File: src/rtl/disp_scan_pkg.sv
// Package: shared constants for the display scanner.
// Assumes: segment vector layout a..g at bits 0..6, dp at bit 7.
package disp_scan_pkg;
    localparam int SEG_W   = 8;
    localparam int CODE_W  = 4;
    localparam int DP_BIT  = 7;
    typedef logic [SEG_W-1:0] seg_vec_t;
    localparam seg_vec_t SEG_ALL_OFF = '1;
endpackage

File: src/rtl/scan_prescale.sv
// Module: scan_prescale
// Produces a one-cycle pulse every DWELL cycles; the pulse marks the last
// cycle of the current digit slot. Assumes DWELL >= 2.
module scan_prescale #(
    parameter int DWELL = 12500
) (
    input  logic clk,
    input  logic rst_n,
    output logic slot_end
);
    localparam int CW = (DWELL > 1) ? $clog2(DWELL) : 1;
    localparam logic [CW-1:0] LAST = CW'(DWELL - 1);

    logic [CW-1:0] cnt_q;

    // Purpose: count clock cycles within one slot, wrapping at DWELL.
    always_ff @(posedge clk) begin
        if (!rst_n)
            cnt_q <= '0;
        else if (cnt_q == LAST)
            cnt_q <= '0;
        else
            cnt_q <= cnt_q + 1'b1;
    end

    // Purpose: flag the final cycle of the slot.
    always_comb begin
        slot_end = (cnt_q == LAST);
    end
endmodule

File: src/rtl/scan_sequencer.sv
// Module: scan_sequencer
// Holds the index of the digit being shown; steps to the next digit on
// each slot end and wraps after the last. Assumes NUM_DIGITS >= 2.
module scan_sequencer #(
    parameter int NUM_DIGITS = 4
) (
    input  logic                          clk,
    input  logic                          rst_n,
    input  logic                          advance,
    output logic [$clog2(NUM_DIGITS)-1:0] idx
);
    localparam int IW = $clog2(NUM_DIGITS);
    localparam logic [IW-1:0] TOP = IW'(NUM_DIGITS - 1);

    logic [IW-1:0] idx_q;

    // Purpose: rotate the digit index 0,1,..,N-1,0 on each advance.
    always_ff @(posedge clk) begin
        if (!rst_n)
            idx_q <= '0;
        else if (advance)
            idx_q <= (idx_q == TOP) ? '0 : idx_q + 1'b1;
    end

    // Purpose: expose the current index.
    always_comb begin
        idx = idx_q;
    end
endmodule

File: src/rtl/glyph_decode.sv
// Module: glyph_decode
// Maps a 4-bit hex code and a dp request to active-low segment drives.
// Purely combinational; assumes common-anode wiring (low = lit).
module glyph_decode
    import disp_scan_pkg::*;
(
    input  logic [CODE_W-1:0] code,
    input  logic              dp,
    output seg_vec_t          seg_n
);
    logic [6:0] lit;

    // Purpose: select the lit segments (active high, a at bit 0).
    always_comb begin
        case (code)
            4'h0: lit = 7'h3F;
            4'h1: lit = 7'h06;
            4'h2: lit = 7'h5B;
            4'h3: lit = 7'h4F;
            4'h4: lit = 7'h66;
            4'h5: lit = 7'h6D;
            4'h6: lit = 7'h7D;
            4'h7: lit = 7'h07;
            4'h8: lit = 7'h7F;
            4'h9: lit = 7'h6F;
            4'hA: lit = 7'h77;
            4'hB: lit = 7'h7C;
            4'hC: lit = 7'h39;
            4'hD: lit = 7'h5E;
            4'hE: lit = 7'h79;
            default: lit = 7'h71;
        endcase
    end

    // Purpose: invert to active-low drives and append the decimal point.
    always_comb begin
        seg_n = {~dp, ~lit};
    end
endmodule

File: src/rtl/disp_scan.sv
// Module: disp_scan (top)
// Time-multiplexes shared active-low segment lines over NUM_DIGITS
// common-anode digits. Each slot lasts DWELL cycles and ends with one blank
// cycle. Outputs are registered. Assumes CLK_HZ/(REFRESH_HZ*NUM_DIGITS) >= 2.
module disp_scan
    import disp_scan_pkg::*;
#(
    parameter int NUM_DIGITS = 4,
    parameter int CLK_HZ     = 50_000_000,
    parameter int REFRESH_HZ = 1000
) (
    input  logic                         clk,
    input  logic                         rst_n,
    input  logic [CODE_W*NUM_DIGITS-1:0] digit_code,
    input  logic [NUM_DIGITS-1:0]        dp_flag,
    output logic [NUM_DIGITS-1:0]        dig_en,
    output logic [SEG_W-1:0]             seg_n
);
    localparam int DWELL = CLK_HZ / (REFRESH_HZ * NUM_DIGITS);
    localparam int IW    = $clog2(NUM_DIGITS);

    logic                  slot_end;
    logic [IW-1:0]         idx;
    logic [CODE_W-1:0]     code_sel [NUM_DIGITS];
    logic [CODE_W-1:0]     cur_code;
    logic                  cur_dp;
    seg_vec_t              cur_seg_n;
    logic [NUM_DIGITS-1:0] en_next;
    logic [NUM_DIGITS-1:0] dig_en_q;
    seg_vec_t              seg_n_q;

    scan_prescale #(.DWELL(DWELL)) u_pre (
        .clk      (clk),
        .rst_n    (rst_n),
        .slot_end (slot_end)
    );

    scan_sequencer #(.NUM_DIGITS(NUM_DIGITS)) u_seq (
        .clk     (clk),
        .rst_n   (rst_n),
        .advance (slot_end),
        .idx     (idx)
    );

    // Split the packed code bus into one lane per digit.
    for (genvar g = 0; g < NUM_DIGITS; g++) begin : g_lane
        assign code_sel[g] = digit_code[CODE_W*g +: CODE_W];
    end

    // Purpose: pick the code, flag and one-hot enable of the active digit.
    always_comb begin
        cur_code = code_sel[idx];
        cur_dp   = dp_flag[idx];
        en_next  = '0;
        en_next[idx] = 1'b1;
    end

    glyph_decode u_dec (
        .code  (cur_code),
        .dp    (cur_dp),
        .seg_n (cur_seg_n)
    );

    // Purpose: register the pins; blank during reset and the slot's last cycle.
    always_ff @(posedge clk) begin
        if (!rst_n || slot_end) begin
            dig_en_q <= '0;
            seg_n_q  <= SEG_ALL_OFF;
        end else begin
            dig_en_q <= en_next;
            seg_n_q  <= cur_seg_n;
        end
    end

    // Purpose: drive the outputs from the registers.
    always_comb begin
        dig_en = dig_en_q;
        seg_n  = seg_n_q;
    end
endmodule

File: config.mk
export PLATFORM = sky130hd
export DESIGN_NAME = disp_scan
export DESIGN_NICKNAME = d
export VERILOG_FILES = /design/src/rtl/disp_scan_pkg.sv /design/src/rtl/scan_prescale.sv /design/src/rtl/scan_sequencer.sv /design/src/rtl/glyph_decode.sv /design/src/rtl/disp_scan.sv
export SDC_FILE = /design/constraint.sdc
export NUM_CORES = 1
export LEC_CHECK = 0
export BUFFER_PORTS_ARGS = -buffer_cell sky130_fd_sc_hd__buf_4
export CAP_MARGIN = 20
export CORE_UTILIZATION = 50
export CTS_CLUSTER_DIAMETER = 80
export DETAILED_ROUTE_END_ITERATION = 16
export PLACE_DENSITY = 0.75
export RECOVER_POWER = 25
export REMOVE_ABC_BUFFERS = 1
export SKIP_CTS_REPAIR_TIMING = 1
export SYNTH_ARGS = -nofsm -noshare
export SYNTH_HDL_FRONTEND = slang
export SYNTH_SLANG_ARGS = --single-unit
File: constraint.sdc
create_clock -name clk -period 2.3 [get_ports clk]
set_clock_uncertainty 0.05 [all_clocks]
set_input_delay 0.46 -clock clk [delete_from_list [all_inputs] [get_ports clk]]
set_output_delay 0.46 -clock clk [all_outputs]
set_load 0.03 [all_outputs]
======== After elaboration in Yosys (flattened, before gate mapping) ========
Memory sizes are Yosys's and may differ from the RTL's.
Index checks and enable logic that the tools add are counted.
storage, ports and cells
  register bits ........................... 28
  memory bits (read-only) ................. 112
  bits of input ports ..................... 22
  output and inout bits ................... 12
  logic and storage cells ................. 28
  memories kept ........................... 1
operators by class
  add/sub/neg operators ................... 2
  order comparisons ....................... 3
  eq/ne operators ......................... 2
  mux-type cells .......................... 8
  bitwise operators ....................... 4
  reduce and logical (&&, ||, !) cells .... 4
memory list
  memory           depth  width  read ports  clocked after Yosys merged registers in  write ports  RTL line            source
  (no name shown)  16     7      1           0                                        0            glyph_decode.sv:15  case (code)
operator list
  kind                   number
  $add 14x1->14 const B  1
  $eq 14x14->1 const B   1
  $bmux 4 s2             1
  $mux 4                 2
  $not 7->7              1
  $ge 3x3->1 const B     1
  $lt 2x3->1 const B     1
  $not 2->3              1
  $add 2x1->2 const B    1
  $bmux 1 s2             1
  $demux 1 s2            1
  $eq 2x2->1 const B     1
  $ge 2x1->1 const B     1
  $mux 1                 2
  $mux 2                 1
  $not 1->1              2
  $reduce_or 2->1        1
  $logic_and 1x1->1      1
  $logic_not 1->1        1
  $logic_or 1x1->1       1

======== Depth between registers and ports, before layout ========
An unclocked memory read counts as a cell.
  word-level depth ........................ 6
  mapped depth ............................ 8
  depth with buffers taken out ............ 7

======== Modules after synthesis ========
Synthesis repeated with hierarchy kept, for this count alone.
second synthesis, totals
  cell total of the unflattened synthesis .. 146
  area, all modules ....................... 1472.7 um^2
by module, submodules not included
  module          times used  cells each  area an instance (um^2)  seq. area each (um^2)
  scan_prescale   1           73          631.9                    280.3
  disp_scan       1           33          489.2                    240.2
  glyph_decode    1           32          256.5                    0.0
  scan_sequencer  1           8           95.1                     40.0

======== Worst setup path before layout ========
Ideal clock, no wire load.
  path type ............................... reg2reg
  start point ............................. reg u_seq.idx_q[0] (netlist: u_seq.idx[0])
  end point ............................... reg seg_n_q[0] (netlist: seg_n[0])
  setup time .............................. 0.074 ns
  arrival ................................. 1.888 ns
  data required time ...................... 2.176 ns
  slack ................................... 0.288 ns
  stages on the path, launching flop included .. 8
  path buffers ............................ 0
  period minus slack after synthesis ...... 2.012 ns
  cells stage by stage .................... dfxtp_1 mux4_1 inv_1 ha_1 nor4b_1 nor3_1 a22oi_1 o21ai_0
on the way
  longest elaborated chain between the ends .. 6
RTL lines
  what                                       RTL line              source
  from (decl)                                scan_sequencer.sv:15  logic [IW-1:0] idx_q;
  from (signal assigned)                     scan_sequencer.sv:22  idx_q <= (idx_q == TOP) ? '0 : idx_q + 1'b1;
  $not 2->3 (implied by the code)            disp_scan.sv:52       cur_code = code_sel[idx];
  $bmux 4 s2                                 disp_scan.sv:52
  $mux 4 (implied by the code) (2 in a row)  disp_scan.sv:52
  $mem_v2 16x7                               n/a
  $not 7->7                                  glyph_decode.sv:37    seg_n = {~dp, ~lit};
  to (signal assigned)                       disp_scan.sv:71       seg_n_q <= cur_seg_n;
  to (decl)                                  disp_scan.sv:30       seg_vec_t seg_n_q;
No other way between the ends. The select of a mux whose other input is x is not followed.
A chain may end at the register's enable or synchronous reset.

======== Final worst setup path ========
Same ends and word-level chain as after synthesis.

==> reports/summary.txt <==
syn avg cell area: 9.829 sq um
Vert. Die Dim: 56.66 microns
top-count cell post-synth: dfxtp_1
max-cap violations: 0
CP Launch Type: register
Peak Freq: 471.1 MHz
die area: 3210 sq um
via/cell ratio: 5.553
antenna diode instance count: 0
wire length of the first global-routing pass: 5092 microns
Final Worst Setup Slack: 0.1775 ns
Worst VDD drop: 0.0002352 V
flops & latches, synth: 28
Rows: 19
Finished Layout Cells: 219
Nets: 222
largest net degree at the start of global routing: 18
CP cell instances: mux4_1, inv_1, ha_1, nor4b_1, nor3_1, a22oi_1, o21ai_0
DRT iter0 DRCs: 38
clock transition at the registers of the reported paths: 0.14 ns
register area share after synthesis: 37.52%
failing checks: design-rule violations
Least-Margin Pin Slew: 0.5737 ns
routability cong.: 0.9003
placed cell area: 1777 sq um
dpl hpwl: 2329 microns
Final Instance Area: 1773 sq um
compound-gate portion of the synthesized area: 8.459%
final core occ: 63.20%
largest family of logic cells by synthesized area: simple AND/OR/NAND/NOR gates
Syn. warnings: 0
WP data required: 2.51 ns
I/O pins: 34
antenna viol nets, final: 0
WL final: 3013 microns
routed len/inst: 13.76 microns
final hold viol count: 0
Period minus WS final: 2.122 ns
Post-synth EDFFs: 0
First-pass DRT Iterations: 10
placed instance count: 215
CP max FO: 5
GRT Util Overall: 20.27%
H-tree Lvls: 1
async set-reset flop share out of synthesis: 0%
total clock sinks: 28
global-route congestion overflow total: 0
HP Class: in2reg
core area: 2805 sq um
post-synth top area share: 37.52%
CTS tree: done
port bufs: 33
max-slew violations: 0
initial core utilization: 53.26%
vias after detailed routing: 1216
xor and xnor area share after synthesis: 9.380%
mux contribution to synthesized area: 9.966%
Leakage: 0.7561 nW
relative slew slack: 61.66%
cts bufs inserted: 3
status: complete, but fails checks
Post-Synth Adder-Cell Area: 9.213%
Post-synth top flop: dfxtp_1
share of cells above drive strength 1: 20.21%
Max Root-Sink Buffers: 2
hold_ws: 0.3703 ns
final setup TNS: 0 ns
post-synth top area cell: dfxtp_1
Final Cycle Share: 92.28%
Crit path largest cell delay: 0.66 ns
Clock Root Buffer: clkbuf_4
cell area after synthesis: 1494 sq um
DRC: 2
fill count: 248
Synth area leaders: dfxtp_1 (38%), ha_1 (9.2%), xor2_1 (5.9%)
Die Wd: 56.66 microns
Setup WS pre-CTS: 0.07422 ns
commonest cells in the netlist: dfxtp_1 (28), nor2_1 (16), nand2_1 (13)
total power: 0.8893 mW
Post-Synth Simple-Gate Area: 21.61%
Distinct cells, synth: 38
Data arrival, critical path: 2.33 ns
count of final setup violators: 0
slowest library cell on the worst path: mux4_1
critical path endpoint category: register
critical path class: reg2reg
vias in the first global route: 1145
pwr/cell area: 501.6 nW/um^2
Synth Instances: 152
P&R area growth vs syn: 18.68%
unrepaired setup endpoints after global routing: no
clock latency on the worst-skew pair: 0.32 ns
initial antenna violation count: 0
[cell families (layout without fill, tap and decap cells)]
kind of cell / after synthesis / in the layout
XOR/XNOR: 16 / 16
flip-flops: 28 / 28
AND/OR/NAND/NOR: 61 / 61
AO/OA/AOI/OAI: 17 / 17
adder cells (fa/ha/maj): 11 / 11
buffers and inverters: 10 / 46
multiplexers: 9 / 9
[flip-flops by register name (all words and copies together) (netlist names)]
register     flops
u_pre.cnt_q     14
seg_n            8
u_seq.idx        2
dig_en           4
[worst paths after layout]
kind	from	end	slack [ns]	cells after the start
max	u_seq.idx[0]	seg_n[0]	0.18	7
min	rst_n	u_seq.idx[1]	0.37	2
max reg2reg	u_seq.idx[0]	seg_n[0]	0.18	7
min reg2reg	u_pre.cnt_q[0]	u_pre.cnt_q[0]	0.46	1
[report_power, final]
part           total, mW  internal (mW)  switching [mW]  leakage, nW
Sequential         0.510          0.502         0.00781        0.230
Combinational      0.147         0.0668          0.0805        0.505
Clock              0.232         0.0967           0.136       0.0210
[layer usage]
metal / wire [microns] / track usage (%)
met1: 1378 / 26.02
met5: 0 / 0
met2: 1505 / 34.18
met4: 31 / 7.857
met3: 97 / 2.995
[worst max-delay path, delay by kind of cell, from the launching register on]
kind | cells | cell delay [ns]
muxes | 1 | 0.66
DFF | 1 | 0.41
adders and majority gates | 1 | 0.27
and+or+nand+nor | 2 | 0.27
AOI/OAI and AO/OA | 2 | 0.22
buffers and inverters | 1 | 0.18
[layout make-up]
type / instances / area [sq um] / area share, %
Clock buffer: 4 / 36.28 / 2.047
Inverter: 5 / 23.77 / 1.341
Timing Repair Buffer: 37 / 240.2 / 13.55
Tap cell: 31 / 38.79 / 2.188
Sequential cell: 28 / 561.8 / 31.69
Multi-Input combinational cell: 114 / 872.1 / 49.19
[cells in the final DEF, fill, tap and decap left out, types with 2 or more instances in the layout]
cell      synthesis  routed
a21o_1            2       2
a221o_1           3       3
and3_1            8       8
and4_1            2       2
buf_4             1      27
clkbuf_1          0      10
clkbuf_4          0       3
dfxtp_1          28      27
ha_1             11      11
inv_1             4       4
mux2i_1           4       4
mux4_2            2       3
nand2_1          13      13
nand3_1           7       7
nor2_1           16      16
nor3_1            4       4
nor4b_1           4       4
o211ai_1          2       2
o21ai_0           3       3
xnor2_1           6       6
xor2_1           10      10
Note: power is estimated with default switching activity, not from simulation.
